`src/rtl/isoflush_pkg.sv`:
```
// Shared sizes and types for the isochronous flush manager.
package isoflush_pkg;
    localparam int SLOTS = 2;
    localparam int PTR_W = $clog2(SLOTS);
    localparam int CNT_W = $clog2(SLOTS + 1);

    typedef logic [SLOTS-1:0] slot_mask_t;
    typedef logic [PTR_W-1:0] slot_ptr_t;
    typedef logic [CNT_W-1:0] set_cnt_t;

    typedef enum logic {
        MODE_LEGACY = 1'b0,
        MODE_FRAMED = 1'b1
    } flush_mode_e;

    // One-hot mask selecting a single slot.
    function automatic slot_mask_t slot_onehot(input slot_ptr_t p);
        slot_mask_t m;
        m = '0;
        m[p] = 1'b1;
        return m;
    endfunction

    // Number of ones in a slot mask.
    function automatic set_cnt_t slot_count(input slot_mask_t m);
        set_cnt_t c;
        c = '0;
        for (int i = 0; i < SLOTS; i++) begin
            c = c + set_cnt_t'(m[i]);
        end
        return c;
    endfunction
endpackage

```
`src/rtl/isoflush_frame_monitor.sv`:
```
// Remembers whether any IN token was served since the last SOF.
// Assumes strobes are single-cycle; an IN on the SOF cycle belongs
// to the frame that is closing, so the record restarts clear.
module isoflush_frame_monitor (
    input  logic clk,
    input  logic rst_n,
    input  logic in_done,
    input  logic sof,
    output logic in_seen
);
    // Per-frame IN record, cleared on every SOF.
    always_ff @(posedge clk) begin
        if (!rst_n) begin
            in_seen <= 1'b0;
        end else if (sof) begin
            in_seen <= 1'b0;
        end else if (in_done) begin
            in_seen <= 1'b1;
        end
    end
endmodule

```
`src/rtl/isoflush_decider.sv`:
```
// Combinational read and flush decision for one cycle.
// The read is resolved first; the flush decision sees the queue after
// that read. Assumes visibility only ever advances oldest-first.
module isoflush_decider
    import isoflush_pkg::*;
(
    input  flush_mode_e mode,
    input  slot_mask_t  occ,
    input  slot_mask_t  vis,
    input  slot_ptr_t   rd_ptr,
    input  logic        in_done,
    input  logic        sof,
    input  logic        in_seen,
    output logic        take_rd,
    output logic        take_fl
);
    slot_mask_t occ_after_rd;
    slot_ptr_t  ptr_after_rd;
    logic       oldest_ready;
    logic       legacy_fl;
    logic       stale_fl;
    logic       double_fl;

    // Decide whether the host read removes the oldest set.
    always_comb begin
        if (mode == MODE_FRAMED) begin
            oldest_ready = occ[rd_ptr] & vis[rd_ptr];
        end else begin
            oldest_ready = occ[rd_ptr];
        end
        take_rd      = in_done & oldest_ready;
        occ_after_rd = take_rd ? (occ & ~slot_onehot(rd_ptr)) : occ;
        ptr_after_rd = rd_ptr + slot_ptr_t'(take_rd);
    end

    // Decide the SOF flush under the selected policy.
    always_comb begin
        legacy_fl = (occ == '1) & ~in_seen & ~in_done;
        stale_fl  = occ_after_rd[ptr_after_rd] & vis[ptr_after_rd];
        double_fl = (occ_after_rd == '1) & (vis == '0);
        if (mode == MODE_FRAMED) begin
            take_fl = sof & (stale_fl | double_fl);
        end else begin
            take_fl = sof & legacy_fl;
        end
    end
endmodule

```
`src/rtl/isoflush_slot_bank.sv`:
```
// Occupancy, host visibility and ring pointers for the transmit slots.
// A write is accepted only if the queue was not full before the edge.
// Sets present after an SOF's read and flush become visible; a set
// written on an SOF cycle stays hidden until the following SOF.
module isoflush_slot_bank
    import isoflush_pkg::*;
(
    input  logic       clk,
    input  logic       rst_n,
    input  logic       wr_req,
    input  logic       take_rd,
    input  logic       take_fl,
    input  logic       sof,
    output slot_mask_t occ,
    output slot_mask_t vis,
    output slot_ptr_t  rd_ptr
);
    slot_ptr_t  wr_ptr;
    slot_ptr_t  fl_ptr;
    slot_ptr_t  rd_ptr_nx;
    slot_ptr_t  wr_ptr_nx;
    slot_mask_t rm_mask;
    slot_mask_t wr_mask;
    slot_mask_t occ_nx;
    slot_mask_t vis_nx;
    logic       wr_ok;

    // Removal and insertion masks plus pointer advance.
    always_comb begin
        fl_ptr    = rd_ptr + slot_ptr_t'(take_rd);
        rm_mask   = (take_rd ? slot_onehot(rd_ptr) : '0)
                  | (take_fl ? slot_onehot(fl_ptr) : '0);
        wr_ok     = wr_req & (occ != '1);
        wr_mask   = wr_ok ? slot_onehot(wr_ptr) : '0;
        rd_ptr_nx = fl_ptr + slot_ptr_t'(take_fl);
        wr_ptr_nx = wr_ptr + slot_ptr_t'(wr_ok);
    end

    // Per-slot next state.
    for (genvar i = 0; i < SLOTS; i++) begin : g_slot
        logic keep;
        assign keep      = occ[i] & ~rm_mask[i];
        assign occ_nx[i] = keep | wr_mask[i];
        assign vis_nx[i] = wr_mask[i] ? 1'b0 : (sof ? keep : (vis[i] & keep));
    end

    // Slot state registers.
    always_ff @(posedge clk) begin
        if (!rst_n) begin
            occ    <= '0;
            vis    <= '0;
            rd_ptr <= '0;
            wr_ptr <= '0;
        end else begin
            occ    <= occ_nx;
            vis    <= vis_nx;
            rd_ptr <= rd_ptr_nx;
            wr_ptr <= wr_ptr_nx;
        end
    end
endmodule

```
`src/rtl/isoflush_status.sv`:
```
// Flush pulse towards the storage and the SOF-refreshed flushed flag.
module isoflush_status (
    input  logic clk,
    input  logic rst_n,
    input  logic sof,
    input  logic take_fl,
    output logic flush_pulse,
    output logic flushed
);
    // One-cycle flush pulse and flag reloaded only at SOF.
    always_ff @(posedge clk) begin
        if (!rst_n) begin
            flush_pulse <= 1'b0;
            flushed     <= 1'b0;
        end else begin
            flush_pulse <= take_fl;
            if (sof) begin
                flushed <= take_fl;
            end
        end
    end
endmodule

```
`src/rtl/isoflush_mgr.sv`:
```
// Top of the isochronous transmit flush manager. Ties the frame
// monitor, decision logic, slot bank and status registers together
// and derives the host-visible count for the active policy.
// Assumes all strobes are synchronous single-cycle pulses.
module isoflush_mgr
    import isoflush_pkg::*;
(
    input  logic                 clk,
    input  logic                 rst_n,
    input  logic                 set_wr,
    input  logic                 in_done,
    input  logic                 sof,
    input  logic                 framed_mode,
    output logic [SLOTS-1:0]     fill_code,
    output logic [CNT_W-1:0]     host_sets,
    output logic                 flush_pulse,
    output logic                 flushed
);
    flush_mode_e mode;
    slot_mask_t  occ;
    slot_mask_t  vis;
    slot_ptr_t   rd_ptr;
    logic        in_seen;
    logic        take_rd;
    logic        take_fl;

    assign mode = flush_mode_e'(framed_mode);

    isoflush_frame_monitor u_frame (
        .clk     (clk),
        .rst_n   (rst_n),
        .in_done (in_done),
        .sof     (sof),
        .in_seen (in_seen)
    );

    isoflush_decider u_decide (
        .mode    (mode),
        .occ     (occ),
        .vis     (vis),
        .rd_ptr  (rd_ptr),
        .in_done (in_done),
        .sof     (sof),
        .in_seen (in_seen),
        .take_rd (take_rd),
        .take_fl (take_fl)
    );

    isoflush_slot_bank u_bank (
        .clk     (clk),
        .rst_n   (rst_n),
        .wr_req  (set_wr),
        .take_rd (take_rd),
        .take_fl (take_fl),
        .sof     (sof),
        .occ     (occ),
        .vis     (vis),
        .rd_ptr  (rd_ptr)
    );

    isoflush_status u_stat (
        .clk         (clk),
        .rst_n       (rst_n),
        .sof         (sof),
        .take_fl     (take_fl),
        .flush_pulse (flush_pulse),
        .flushed     (flushed)
    );

    // Outputs: occupancy and the count the host may read now.
    always_comb begin
        fill_code = occ;
        if (mode == MODE_FRAMED) begin
            host_sets = slot_count(occ & vis);
        end else begin
            host_sets = slot_count(occ);
        end
    end
endmodule

```
`config.mk`:
```
export PLATFORM = sky130hd
export DESIGN_NAME = isoflush_mgr
export DESIGN_NICKNAME = d
export VERILOG_FILES = /design/src/rtl/isoflush_pkg.sv /design/src/rtl/isoflush_frame_monitor.sv /design/src/rtl/isoflush_decider.sv /design/src/rtl/isoflush_slot_bank.sv /design/src/rtl/isoflush_status.sv /design/src/rtl/isoflush_mgr.sv
export SDC_FILE = /design/constraint.sdc
export NUM_CORES = 1
export LEC_CHECK = 0
export ABC_AREA = 1
export BUFFER_PORTS_ARGS = -buffer_cell sky130_fd_sc_hd__buf_2
export CORE_MARGIN = 2
export CORE_UTILIZATION = 42
export DETAILED_ROUTE_END_ITERATION = 10
export PLACE_DENSITY_LB_ADDON = 0.25
export SETUP_SLACK_MARGIN = 0.05
export SYNTH_ARGS = -nofsm -noshare
export SYNTH_HDL_FRONTEND = slang
export SYNTH_SLANG_ARGS = --single-unit
```
`constraint.sdc`:
```
create_clock -name clk -period 2.47 [get_ports clk]
set_input_delay 0.247 -clock clk [delete_from_list [all_inputs] [get_ports clk]]
set_output_delay 0.247 -clock clk [all_outputs]
set_load 0.02 [all_outputs]
```
==> impl_results.md, run 1 <==
- Wire length of the first global-routing pass: 1700 µm
- Min-delay src: sof
- Cell depth of the worst min-delay path: 2
- Cell Int Power: 0.000262 W
- Critical path class: reg2reg
- Via count of the first global-routing pass: 443
- Die Area: 1660 µm²
- Unrepaired setup endpoints after global routing: no
- Worst hold path endpoint: u_frame.in_seen$_SDFFE_PP0P_
- Total of hold buffers inserted after clock tree synthesis: 0
- Number of nets produced by synthesis: 93
- Setup bufs post-CTS: 0
- Biggest area consumer among synthesized cells: sky130_fd_sc_hd__dfxtp_1
- Depth of the most critical reg-to-reg path: 16
- Largest net degree at the start of global routing: 9
- Instance count of the mapped netlist: 80
- H-Tree Level Count: 1
- Final GP Congestion: 0.778
- CP cell instances: inv_1, nor2_1, nand2_1, nand2_2, nand2_2, inv_2, ha_4, inv_2, nor2_1, nand2_1, nand3_2, nand2_2, inv_1, fa_2, or2_4, a2111oi_4
- Post-route setup TNS: 0 ns
- CTS tree: yes
- Antenna violations before repair: 0
- Dpl hpwl: 877 µm
- Number of DRC markers in iteration 0: 4
- Switching portion of total power: 0.303
- P&R area growth vs syn: 32.3%
- Average wire per standard cell: 9.14 µm
- Clk slew on worst S/H paths: 0.06 ns
- Pwr per Cell Area: 503 nW/µm²
- Pre-Repair DR Iteration Count: 3
- Post-route DRC violation count: 0
- Sequential share of power: 0.441
- Final net count: 114
- Mean instance size in the synthesized netlist: 7.07 µm²
- Fin crit period: 2.23 ns
- Max-capacitance violation count: 0
- Number of distinct standard cells referenced by the synthesized netlist: 16
- Clock network latency to the later pin of the worst-skew pair: 0.25 ns
- Die boundary height: 40.7 µm
- Ant. Diodes: 0
- Critical path data required time: 2.63 ns
- Relative max-transition margin: 0.797
- Total of endpoints with negative setup slack in the final report: 0
- Slew at the pin with the worst max-slew slack: 0.303 ns
- Worst-case setup margin in the final layout: 0.241 ns
- Via count: 534
- Syn Std Cell Area: 566 µm²
- Core Box Area: 1280 µm²
- Via count normalized by instance count: 4.64
- Most used cell along the critical path: sky130_fd_sc_hd__nand2_2
- Flop-to-flop setup slack: 0.24 ns
- X dimension of the die: 40.7 µm
- Fraction of post-synthesis cell area in the top cell type by area: 0.319
- Part of the power in the clock network: 0.285
- Net Switching: 0.000114 W
- Cell at the root of the clock tree: sky130_fd_sc_hd__clkbuf_4
- Run status: finished clean
- Number of buffers between clock root and the deepest sink: 2
- Arr. time, crit path: 2.39 ns
- Combinational group share of total power: 0.273
- Share of post-route cells with drive strength above 1: 0.370
- Post-detailed-route count of antenna-violating nets: 0
- Worst slack after detailed placement: -0.0373 ns
- Critical Path Fanout Max: 5
- Static Leakage: 0.405 nW
- Port buffer count: 11
- Part of the Yosys area used for sequential elements: 0.319
- FF-to-FF Start: u_bank.occ[0]$_SDFF_PN0_
- Post-route clock skew: 0.00564 ns
- CTS buffer count: 3
- Layout filler cell count: 125
- Startpoint kind of the worst setup timing path: flop
- Total count of hold-check failures in the final report: 0
- Overall power consumption: 0.000376 W
- Number of top-level design ports: 12
- Synth area leaders: sky130_fd_sc_hd__dfxtp_1, sky130_fd_sc_hd__ha_1, sky130_fd_sc_hd__nand2_1
- Final count of pins violating max slew: 0
- Row count: 13
- Count of warnings emitted by yosys: 0
- HP Class: in2reg
- GRT Residual Overflow: 0
- Total global-route track usage: 0.160
- Total number of clock tree sinks: 9
- Synthesis-stage register bit count: 9
- Final wirelength: 1050 µm
- CP startpoint: u_bank.occ[0]$_SDFF_PN0_
- Final period util: 0.902
- Terminus of the critical flop-to-flop path: u_bank.vis[0]$_SDFF_PP0_
- VDD IR max: 0.000353 V
- Highest attainable clock frequency: 449 MHz
- Initial core utilization: 0.440
- Endpoint class of the critical path: flop
- Delay of the slowest cell on the worst path: 0.36 ns
- Standard cell with the maximum stage delay on the critical path: sky130_fd_sc_hd__dfxtp_4
## cell type report
cell class	instances	area, µm²	share of cell area
Inverter	17	63.8	0.0853
Timing Repair Buffer	16	92.6	0.124
Multi-Input combinational cell	54	360	0.482
Tap cell	15	18.8	0.0251
Clock buffer	4	26.3	0.0351
Sequential cell	9	186	0.249
## cell usage in the layout, fill, tap and decap left out, drive strengths merged
| master | synthesis | routed |
|---|---|---|
| nand3 | 4 | 4 |
| inv | 17 | 17 |
| o211ai | 1 | 1 |
| dfxtp | 9 | 9 |
| nor3 | 2 | 2 |
| nand2 | 23 | 23 |
| nor2 | 10 | 10 |
| buf | 0 | 16 |
| fa | 1 | 1 |
| a21oi | 4 | 4 |
| o21ai | 1 | 1 |
| ha | 6 | 6 |
| or2 | 1 | 1 |
| clkbuf | 0 | 4 |
| a2111oi | 1 | 1 |
## registers in the layout (all words and copies together) (netlist names)
signal	cells
u_frame.in_seen	1
u_bank.occ	2
u_bank.vis	2
u_stat.flushed	1
u_stat.flush_pulse	1
u_bank.wr_ptr	1
u_bank.rd_ptr	1
## per-layer routing
layer,share of wire,up-vias,global-route usage
li1,-,285,-
met1,0.50,239,0.204
met2,0.46,8,0.258
met3,0.032,2,0.0326
met4,0.0057,0,0.0750
met5,0,-,0
## logic make-up (layout without fill, tap and decap cells)
group / after synthesis / in the layout / share of synthesized area
fa+ha+maj: 7 / 7 / 0.168
simple gates: 40 / 40 / 0.314
buf+inv: 17 / 37 / 0.113
compound gates: 7 / 7 / 0.0863
flops: 9 / 9 / 0.319
## synth_stat cells
master	number
sky130_fd_sc_hd__inv_1	17
sky130_fd_sc_hd__nand3_1	2
sky130_fd_sc_hd__o211ai_1	1
sky130_fd_sc_hd__ha_1	6
sky130_fd_sc_hd__nand3_2	2
sky130_fd_sc_hd__nand2_1	20
sky130_fd_sc_hd__dfxtp_1	9
sky130_fd_sc_hd__fa_1	1
sky130_fd_sc_hd__nor3_1	2
sky130_fd_sc_hd__or2_2	1
sky130_fd_sc_hd__nand2_2	3
sky130_fd_sc_hd__a2111oi_0	1
sky130_fd_sc_hd__nor2_1	10
sky130_fd_sc_hd__a21oi_2	2
sky130_fd_sc_hd__o21ai_0	1
sky130_fd_sc_hd__a21oi_1	2
## power by group through the flow
stage | sequential [W] | clock, W | combinational (W)
6_report | 0.000166 | 0.000107 | 0.000103
5_1_grt | 0.000167 | 0.000122 | 0.000117
4_1_cts | 0.000166 | 0.000112 | 0.0000970
3_3_place_gp | 0.000168 | 0 | 0.0000887
2_1_floorplan | 0.000174 | 0 | 0.0000503
3_5_place_dp | 0.000169 | 0 | 0.0000895
## repair_timing
action                                  4_1_cts  5_1_grt
cloned                                        0        0
gates resized for setup                       5        6
endpoints found under the setup margin        1        2
pin swaps                                     0        1
endpoints found under the hold margin         0        0
## worst max-delay path by stage
stage | end | slack [ns] | depth (start not counted)
finish | u_bank.vis[0]$_SDFF_PP0_ | 0.24 | 16
CTS | u_bank.vis[0]$_SDFF_PP0_ | 0.07 | 16
detailed placement | u_bank.vis[0]$_SDFF_PP0_ | -0.04 | 16
global route | u_bank.vis[0]$_SDFF_PP0_ | 0.06 | 16
floorplan | u_bank.vis[0]$_SDFF_PP0_ | 0.06 | 16
global placement | u_bank.vis[0]$_SDFF_PP0_ | 0.02 | 16
## through the flow
step	hold slack, ns	instances	utilization	cell area [µm²]
after global placement	0.448	111	0.531	682
after floorplan	0.326	80	-	571
after CTS	0.183	115	0.568	729
final	0.192	115	0.582	748
after global routing	0.182	115	0.582	748
after detailed placement	0.450	111	0.531	682
## worst max-delay path, delay by kind of cell, from the launching register on
kind | cells | cell delay [ns]
AO/OA/AOI/OAI | 1 | 0.17
AND/OR/NAND/NOR | 9 | 0.86
buffers and inverters | 4 | 0.23
flip-flops | 1 | 0.36
adder cells (fa/ha/maj) | 2 | 0.52
Power figures use the tool's default switching activity.
==> run 2: changes to the inputs <==
--- a/config.mk
+++ b/config.mk
@@ -11,6 +11,7 @@
 export CORE_UTILIZATION = 42
 export DETAILED_ROUTE_END_ITERATION = 10
 export PLACE_DENSITY_LB_ADDON = 0.25
+export RECOVER_POWER = 25
 export SETUP_SLACK_MARGIN = 0.05
 export SYNTH_ARGS = -nofsm -noshare
 export SYNTH_HDL_FRONTEND = slang
==> run 2 against run 1 <==
Sequential cell count did not move. Total power is essentially flat. Critical path depth unchanged. Die area unchanged. Sequential power hardly changed. Clock power about the same. Wire length is 0.38% higher. Non-clock buffer count did not move. Sequential share of layout area increased by 0.084 points. Via count is the same. Largest cell class unchanged. Largest power group unchanged.
==> impl_results.md, run 2 (synthesis results as in run 1) <==
- Share of post-route cells with drive strength above 1: 0.350
- Average wire per standard cell: 9.17 µm
- Layout filler cell count: 125
- Antenna violations before repair: 0
- Port buffer count: 11
- Overall power consumption: 0.000376 W
- Worst hold margin: 0.192 ns
- Commonest cells after routing, fill and taps aside: sky130_fd_sc_hd__nand2_1, sky130_fd_sc_hd__inv_1, sky130_fd_sc_hd__nor2_1
- Run status: finished clean
- Pre-Repair DR Iteration Count: 3
- Ant. Diodes: 0
- Number of top-level design ports: 12
- Unrepaired setup endpoints after global routing: no
- CTS buffer count: 3
- Number of DRC markers in iteration 0: 4
- Most common cell after layout, fill and taps aside: sky130_fd_sc_hd__nand2_1
- Relative max-transition margin: 0.797
- Total number of clock tree sinks: 9
- Post-detailed-route count of antenna-violating nets: 0
- Arr. time, crit path: 2.39 ns
- Post-route DRC violation count: 0
- Initial core utilization: 0.440
- Wire length on met2: 481 µm
- Total global-route track usage: 0.160
- Via count: 534
- Highest attainable clock frequency: 449 MHz
- Total of hold buffers inserted after clock tree synthesis: 0
- Highest layer used for signal routing: met4
- Core Box Area: 1280 µm²
- H-Tree Level Count: 1
- Clk slew on worst S/H paths: 0.06 ns
- Static Leakage: 0.397 nW
- Worst slack after detailed placement: -0.0373 ns
- Sequential cell area in the final layout: 186 µm²
- X dimension of the die: 40.7 µm
- Post-route clock skew: 0.00564 ns
- CTS tree: yes
- Routed met1 length: 532 µm
- Fin util: 0.580
- Via count of the first global-routing pass: 443
- Slew at the pin with the worst max-slew slack: 0.303 ns
- Wire length of the first global-routing pass: 1700 µm
- Via count normalized by instance count: 4.64
- Dpl hpwl: 877 µm
- Final period util: 0.902
- Pwr per Cell Area: 504 nW/µm²
- Setup bufs post-CTS: 0
- Die boundary height: 40.7 µm
- GRT Residual Overflow: 0
- Post-route setup TNS: 0 ns
- Critical path class: reg2reg
- Die Area: 1660 µm²
- VDD IR max: 0.000353 V
- Critical path data required time: 2.63 ns
- Row count: 13
- Total count of hold-check failures in the final report: 0
- Fin crit period: 2.23 ns
- Cell at the root of the clock tree: sky130_fd_sc_hd__clkbuf_4
- Max-capacitance violation count: 0
- Number of buffers between clock root and the deepest sink: 2
- Routed wl met3: 34 µm
- Startpoint kind of the worst setup timing path: flop
- Final count of pins violating max slew: 0
- Final GP Congestion: 0.778
- Largest net degree at the start of global routing: 9
- HP Class: in2reg
- Clock network latency to the later pin of the worst-skew pair: 0.25 ns
- Worst-case setup margin in the final layout: 0.241 ns
- P&R area growth vs syn: 31.9%
- Critical Path Fanout Max: 5
- Endpoint class of the critical path: flop
- Area of the multi-input gates: 360 µm²
- Largest regs: u_bank.occ: 2 flops, u_bank.vis: 2 flops
- Final net count: 114
- Total of endpoints with negative setup slack in the final report: 0
- Final wirelength: 1060 µm
==> run 2: changes by cell type in the layout (fill, tap and decap cells not counted), sizes merged <==
| cell | previous run | this run |
|---|---|---|
| buf | 16 | 14 |
| clkbuf | 4 | 6 |
==> run 2: metal layers <==
| layer | up-vias | GRT usage |
|---|---|---|
| met5 | - | 0 |
| met4 | 0 | 0.0750 |
| met3 | 2 | 0.0326 |
| met2 | 8 | 0.258 |
| met1 | 239 | 0.204 |
| li1 | 285 | - |
==> run 2: area by class of cell <==
type | instances | area share
multi-input cells | 54 | 0.483
inverters | 17 | 0.0856
clock buffers | 4 | 0.0352
flip-flops and latches | 9 | 0.250
repair buffers | 16 | 0.121
well taps | 15 | 0.0252
==> run 2: power by group <==
part           internal [W]  total, W  switching (W)
Sequential         0.000158  0.000166     0.00000861
Clock             0.0000619  0.000107      0.0000456
Combinational     0.0000425  0.000103      0.0000600
==> run 2: path summary, 6_finish.rpt <==
check                                    from                            to  slack [ns]  cells past startpoint
setup / recovery     u_bank.occ[0]$_SDFF_PN0_      u_bank.vis[0]$_SDFF_PP0_        0.24                     16
hold / removal                            sof  u_frame.in_seen$_SDFFE_PP0P_        0.19                      2
setup reg to reg     u_bank.occ[0]$_SDFF_PN0_      u_bank.vis[0]$_SDFF_PP0_        0.24                     16
hold reg to reg   u_stat.flushed$_SDFFE_PN0P_   u_stat.flushed$_SDFFE_PN0P_        0.47                      2
==> run 2: critical path, stage by stage, from the launching register on <==
cell and delay, ns:
sky130_fd_sc_hd__dfxtp_4 0.36, sky130_fd_sc_hd__inv_1 0.06, sky130_fd_sc_hd__nor2_1 0.08, sky130_fd_sc_hd__nand2_1 0.06, sky130_fd_sc_hd__nand2_2 0.09, sky130_fd_sc_hd__nand2_2 0.07
sky130_fd_sc_hd__inv_2 0.07, sky130_fd_sc_hd__ha_4 0.20, sky130_fd_sc_hd__inv_2 0.05, sky130_fd_sc_hd__nor2_1 0.04, sky130_fd_sc_hd__nand2_1 0.07, sky130_fd_sc_hd__nand3_2 0.10
sky130_fd_sc_hd__nand2_2 0.08, sky130_fd_sc_hd__inv_1 0.05, sky130_fd_sc_hd__fa_2 0.32, sky130_fd_sc_hd__or2_4 0.27, sky130_fd_sc_hd__a2111oi_4 0.17
==> run 2: per-stage QoR <==
| step | cell area, µm² | instances |
|---|---|---|
| 2_1_floorplan | 571 | 80 |
| 3_3_place_gp | 682 | 111 |
| 3_5_place_dp | 682 | 111 |
| 4_1_cts | 729 | 115 |
| 5_1_grt | 746 | 115 |
| 6_report | 746 | 115 |
==> run 2: repair_timing <==
item,4_1_cts,5_1_grt
endpoints found under the setup margin,1,2
pin swaps,0,1
resized for setup,5,6
gates cloned,0,0
==> run 3: changes to the inputs <==
--- a/config.mk
+++ b/config.mk
@@ -5,7 +5,7 @@
 export SDC_FILE = /design/constraint.sdc
 export NUM_CORES = 1
 export LEC_CHECK = 0
-export ABC_AREA = 1
+export ABC_AREA = 0
 export BUFFER_PORTS_ARGS = -buffer_cell sky130_fd_sc_hd__buf_2
 export CORE_MARGIN = 2
 export CORE_UTILIZATION = 42
==> run 3 against run 2 <==
Non-clock buffer count up 9. Sequential cell count unchanged. First-iteration DRC count down 100%. Worst hold slack better by 0.027 ns. Die area down 1.0%. Via count down 2.8%. Critical path depth down 5. Register-to-register slack worse by 0.23 ns. Clock skew down 0.0032 ns. Clock power up 6%. Wire length up 26%.
==> impl_results.md, run 3 <==
- Run status: finished clean
- Number of nets produced by synthesis: 74
- Die boundary height: 40.5 µm
- Relative max-transition margin: 0.749
- Via count: 519
- Cell at the root of the clock tree: sky130_fd_sc_hd__clkbuf_4
- Average wire per standard cell: 12.7 µm
- Count of warnings emitted by yosys: 0
- Number of distinct standard cells referenced by the synthesized netlist: 27
- Synth area leaders: sky130_fd_sc_hd__dfxtp_1, sky130_fd_sc_hd__ha_1, sky130_fd_sc_hd__nor2_1
- Clock network latency to the later pin of the worst-skew pair: 0.26 ns
- Total of endpoints with negative setup slack in the final report: 0
- Number of flops mapped to enable cells by yosys: 0
- Largest regs: u_bank.occ: 2 flops, u_bank.vis: 2 flops
- Fraction of post-synthesis cell area in the top cell type by area: 0.322
- Most frequent cells after synthesis: sky130_fd_sc_hd__dfxtp_1, sky130_fd_sc_hd__nor2_1, sky130_fd_sc_hd__ha_1, sky130_fd_sc_hd__inv_1, sky130_fd_sc_hd__nor3_1
- Clk slew on worst S/H paths: 0.06 ns
- Via count normalized by instance count: 4.94
- GRT Residual Overflow: 0
- CTS tree: yes
- Antenna violations before repair: 0
- Part of the Yosys area used for sequential elements: 0.322
- Max-capacitance violation count: 0
- HP Class: in2reg
- Number of top-level design ports: 12
- Row count: 13
- Critical path class: reg2reg
- Critical Path Fanout Max: 4
- Total of hold buffers inserted after clock tree synthesis: 0
- Most common cell after layout, fill and taps aside: sky130_fd_sc_hd__buf_4
- Port buffer count: 11
- Arr. time, crit path: 2.62 ns
- Switching portion of total power: 0.296
- Commonest cells after routing, fill and taps aside: sky130_fd_sc_hd__buf_4, sky130_fd_sc_hd__buf_2, sky130_fd_sc_hd__nor2_1, sky130_fd_sc_hd__ha_1, sky130_fd_sc_hd__dfxtp_1
- X dimension of the die: 40.5 µm
- Final count of pins violating max slew: 0
- Part of the power in the clock network: 0.288
- Fraction of registers with async set or reset after synthesis: 0
- Highest attainable clock frequency: 407 MHz
- Endpoint class of the critical path: flop
- Total global-route track usage: 0.205
- Total count of hold-check failures in the final report: 0
- Final period util: 0.994
- Pwr per Cell Area: 491 nW/µm²
- Library cell with the highest instance count after synthesis: sky130_fd_sc_hd__dfxtp_1
- Biggest area consumer among synthesized cells: sky130_fd_sc_hd__dfxtp_1
- Final net count: 104
- Initial core utilization: 0.441
- Synthesis-stage register bit count: 9
- Overall power consumption: 0.000393 W
- Core Box Area: 1270 µm²
- Layout filler cell count: 116
- Sequential share of power: 0.422
- VDD IR max: 0.000342 V
- Syn Std Cell Area: 559 µm²
- Final GP Congestion: 0.774
- Wire length of the first global-routing pass: 2100 µm
- Die Area: 1640 µm²
- P&R area growth vs syn: 43.2%
- Dpl hpwl: 971 µm
- Final wirelength: 1330 µm
- Number of DRC markers in iteration 0: 0
- Post-route clock skew: 0.00243 ns
- Startpoint kind of the worst setup timing path: flop
- Post-detailed-route count of antenna-violating nets: 0
- Total number of clock tree sinks: 9
- Post-route DRC violation count: 0
- Mean instance size in the synthesized netlist: 9.17 µm²
- Combinational group share of total power: 0.290
- Critical path data required time: 2.64 ns
- Net Switching: 0.000116 W
- Slew at the pin with the worst max-slew slack: 0.373 ns
- H-Tree Level Count: 1
- Pre-Repair DR Iteration Count: 1
- Largest net degree at the start of global routing: 9
- Ant. Diodes: 0
- Cell Int Power: 0.000277 W
- Fin crit period: 2.45 ns
- Instance count of the mapped netlist: 61
- Via count of the first global-routing pass: 476
- Static Leakage: 0.366 nW
- CTS buffer count: 3
- Unrepaired setup endpoints after global routing: yes
- Share of post-route cells with drive strength above 1: 0.489
- Post-route setup TNS: 0 ns
- Top flip-flop cell by instance count after synthesis: sky130_fd_sc_hd__dfxtp_1
- Flop-to-flop setup slack: 0.02 ns
- Number of buffers between clock root and the deepest sink: 2
-- run 3: cell types whose count changed after synthesis, sizes merged, moves of 3 or more --
| cell | previous run | this run |
|---|---|---|
| inv | 17 | 5 |
| nor2 | 10 | 7 |
| nand3 | 4 | 1 |
| nand2 | 23 | 2 |
-- run 3: worst paths after layout --
| kind | startpoint | end | cells past startpoint |
|---|---|---|---|
| setup reg to reg | u_bank.rd_ptr$_SDFF_PN0_ | u_bank.vis[0]$_SDFF_PP0_ | 11 |
| hold / removal | sof | u_frame.in_seen$_SDFFE_PP0P_ | 2 |
| hold reg to reg | u_stat.flushed$_SDFFE_PN0P_ | u_stat.flushed$_SDFFE_PN0P_ | 2 |
| setup / recovery | u_bank.rd_ptr$_SDFF_PN0_ | u_bank.vis[0]$_SDFF_PP0_ | 11 |
-- run 3: kinds of logic (layout without fill, tap and decap cells) --
| kind of cell | count (synthesis) | in the layout | share of synthesized area |
|---|---|---|---|
| mux | 4 | 4 | 0.0761 |
| buf+inv | 5 | 34 | 0.0336 |
| flops | 9 | 9 | 0.322 |
| fa+ha+maj | 7 | 7 | 0.170 |
| compound gates | 10 | 10 | 0.141 |
| simple gates | 26 | 26 | 0.257 |
-- run 3: layout make-up --
type	count	area, µm²	area share
multi-input combinational	47	392	0.489
sequential	9	186	0.233
timing repair buffer	25	159	0.198
clock buffer	4	26.3	0.0328
inverter	5	18.8	0.0234
tap	15	18.8	0.0234
-- run 3: per-layer routing --
| layer | up-vias | part of all wire | wire (µm) | GRT usage |
|---|---|---|---|---|
| met5 | - | 0 | 0 | 0 |
| met4 | 0 | 0.0045 | 6 | 0.0500 |
| met3 | 2 | 0.049 | 65 | 0.100 |
| met2 | 9 | 0.50 | 664 | 0.325 |
| met1 | 233 | 0.45 | 595 | 0.244 |
| li1 | 275 | - | - | - |
-- run 3: critical path, cell delays in order (launching register included) --
cell and delay, ns:
sky130_fd_sc_hd__dfxtp_4 0.39, sky130_fd_sc_hd__mux2i_2 0.25, sky130_fd_sc_hd__a211oi_2 0.11, sky130_fd_sc_hd__ha_1 0.32, sky130_fd_sc_hd__nor3b_1 0.05, sky130_fd_sc_hd__a2111o_1 0.42
sky130_fd_sc_hd__a21oi_2 0.17, sky130_fd_sc_hd__nor2_2 0.06, sky130_fd_sc_hd__fa_2 0.34, sky130_fd_sc_hd__inv_2 0.06, sky130_fd_sc_hd__nand2_1 0.05, sky130_fd_sc_hd__nor4_1 0.15
-- run 3: timing repair --
item / in CTS / in global routing
setup buffers: 4 / 2
endpoints found under the setup margin: 1 / 3
pin swaps: 2 / 5
gates resized for setup: 0 / 7
-- run 3: stage by stage --
step	setup slack (ns)	hold WS (ns)	cells	util	instance area, µm²
2_1_floorplan	0.0616	0.326	61	-	574
3_3_place_gp	-0.0301	0.476	95	0.558	708
3_5_place_dp	-0.0324	0.478	95	0.558	708
4_1_cts	0.0306	0.208	103	0.603	764
5_1_grt	-0.0878	0.213	105	0.631	801
6_report	0.0151	0.219	105	0.631	801
-- run 3: power groups by stage --
stage | registers, W | logic, W | clock network [W]
2_1_floorplan | 0.000175 | 0.0000484 | 0
3_3_place_gp | 0.000168 | 0.0000925 | 0
3_5_place_dp | 0.000168 | 0.0000942 | 0
4_1_cts | 0.000164 | 0.000106 | 0.000118
5_1_grt | 0.000167 | 0.000126 | 0.000127
6_report | 0.000166 | 0.000114 | 0.000113
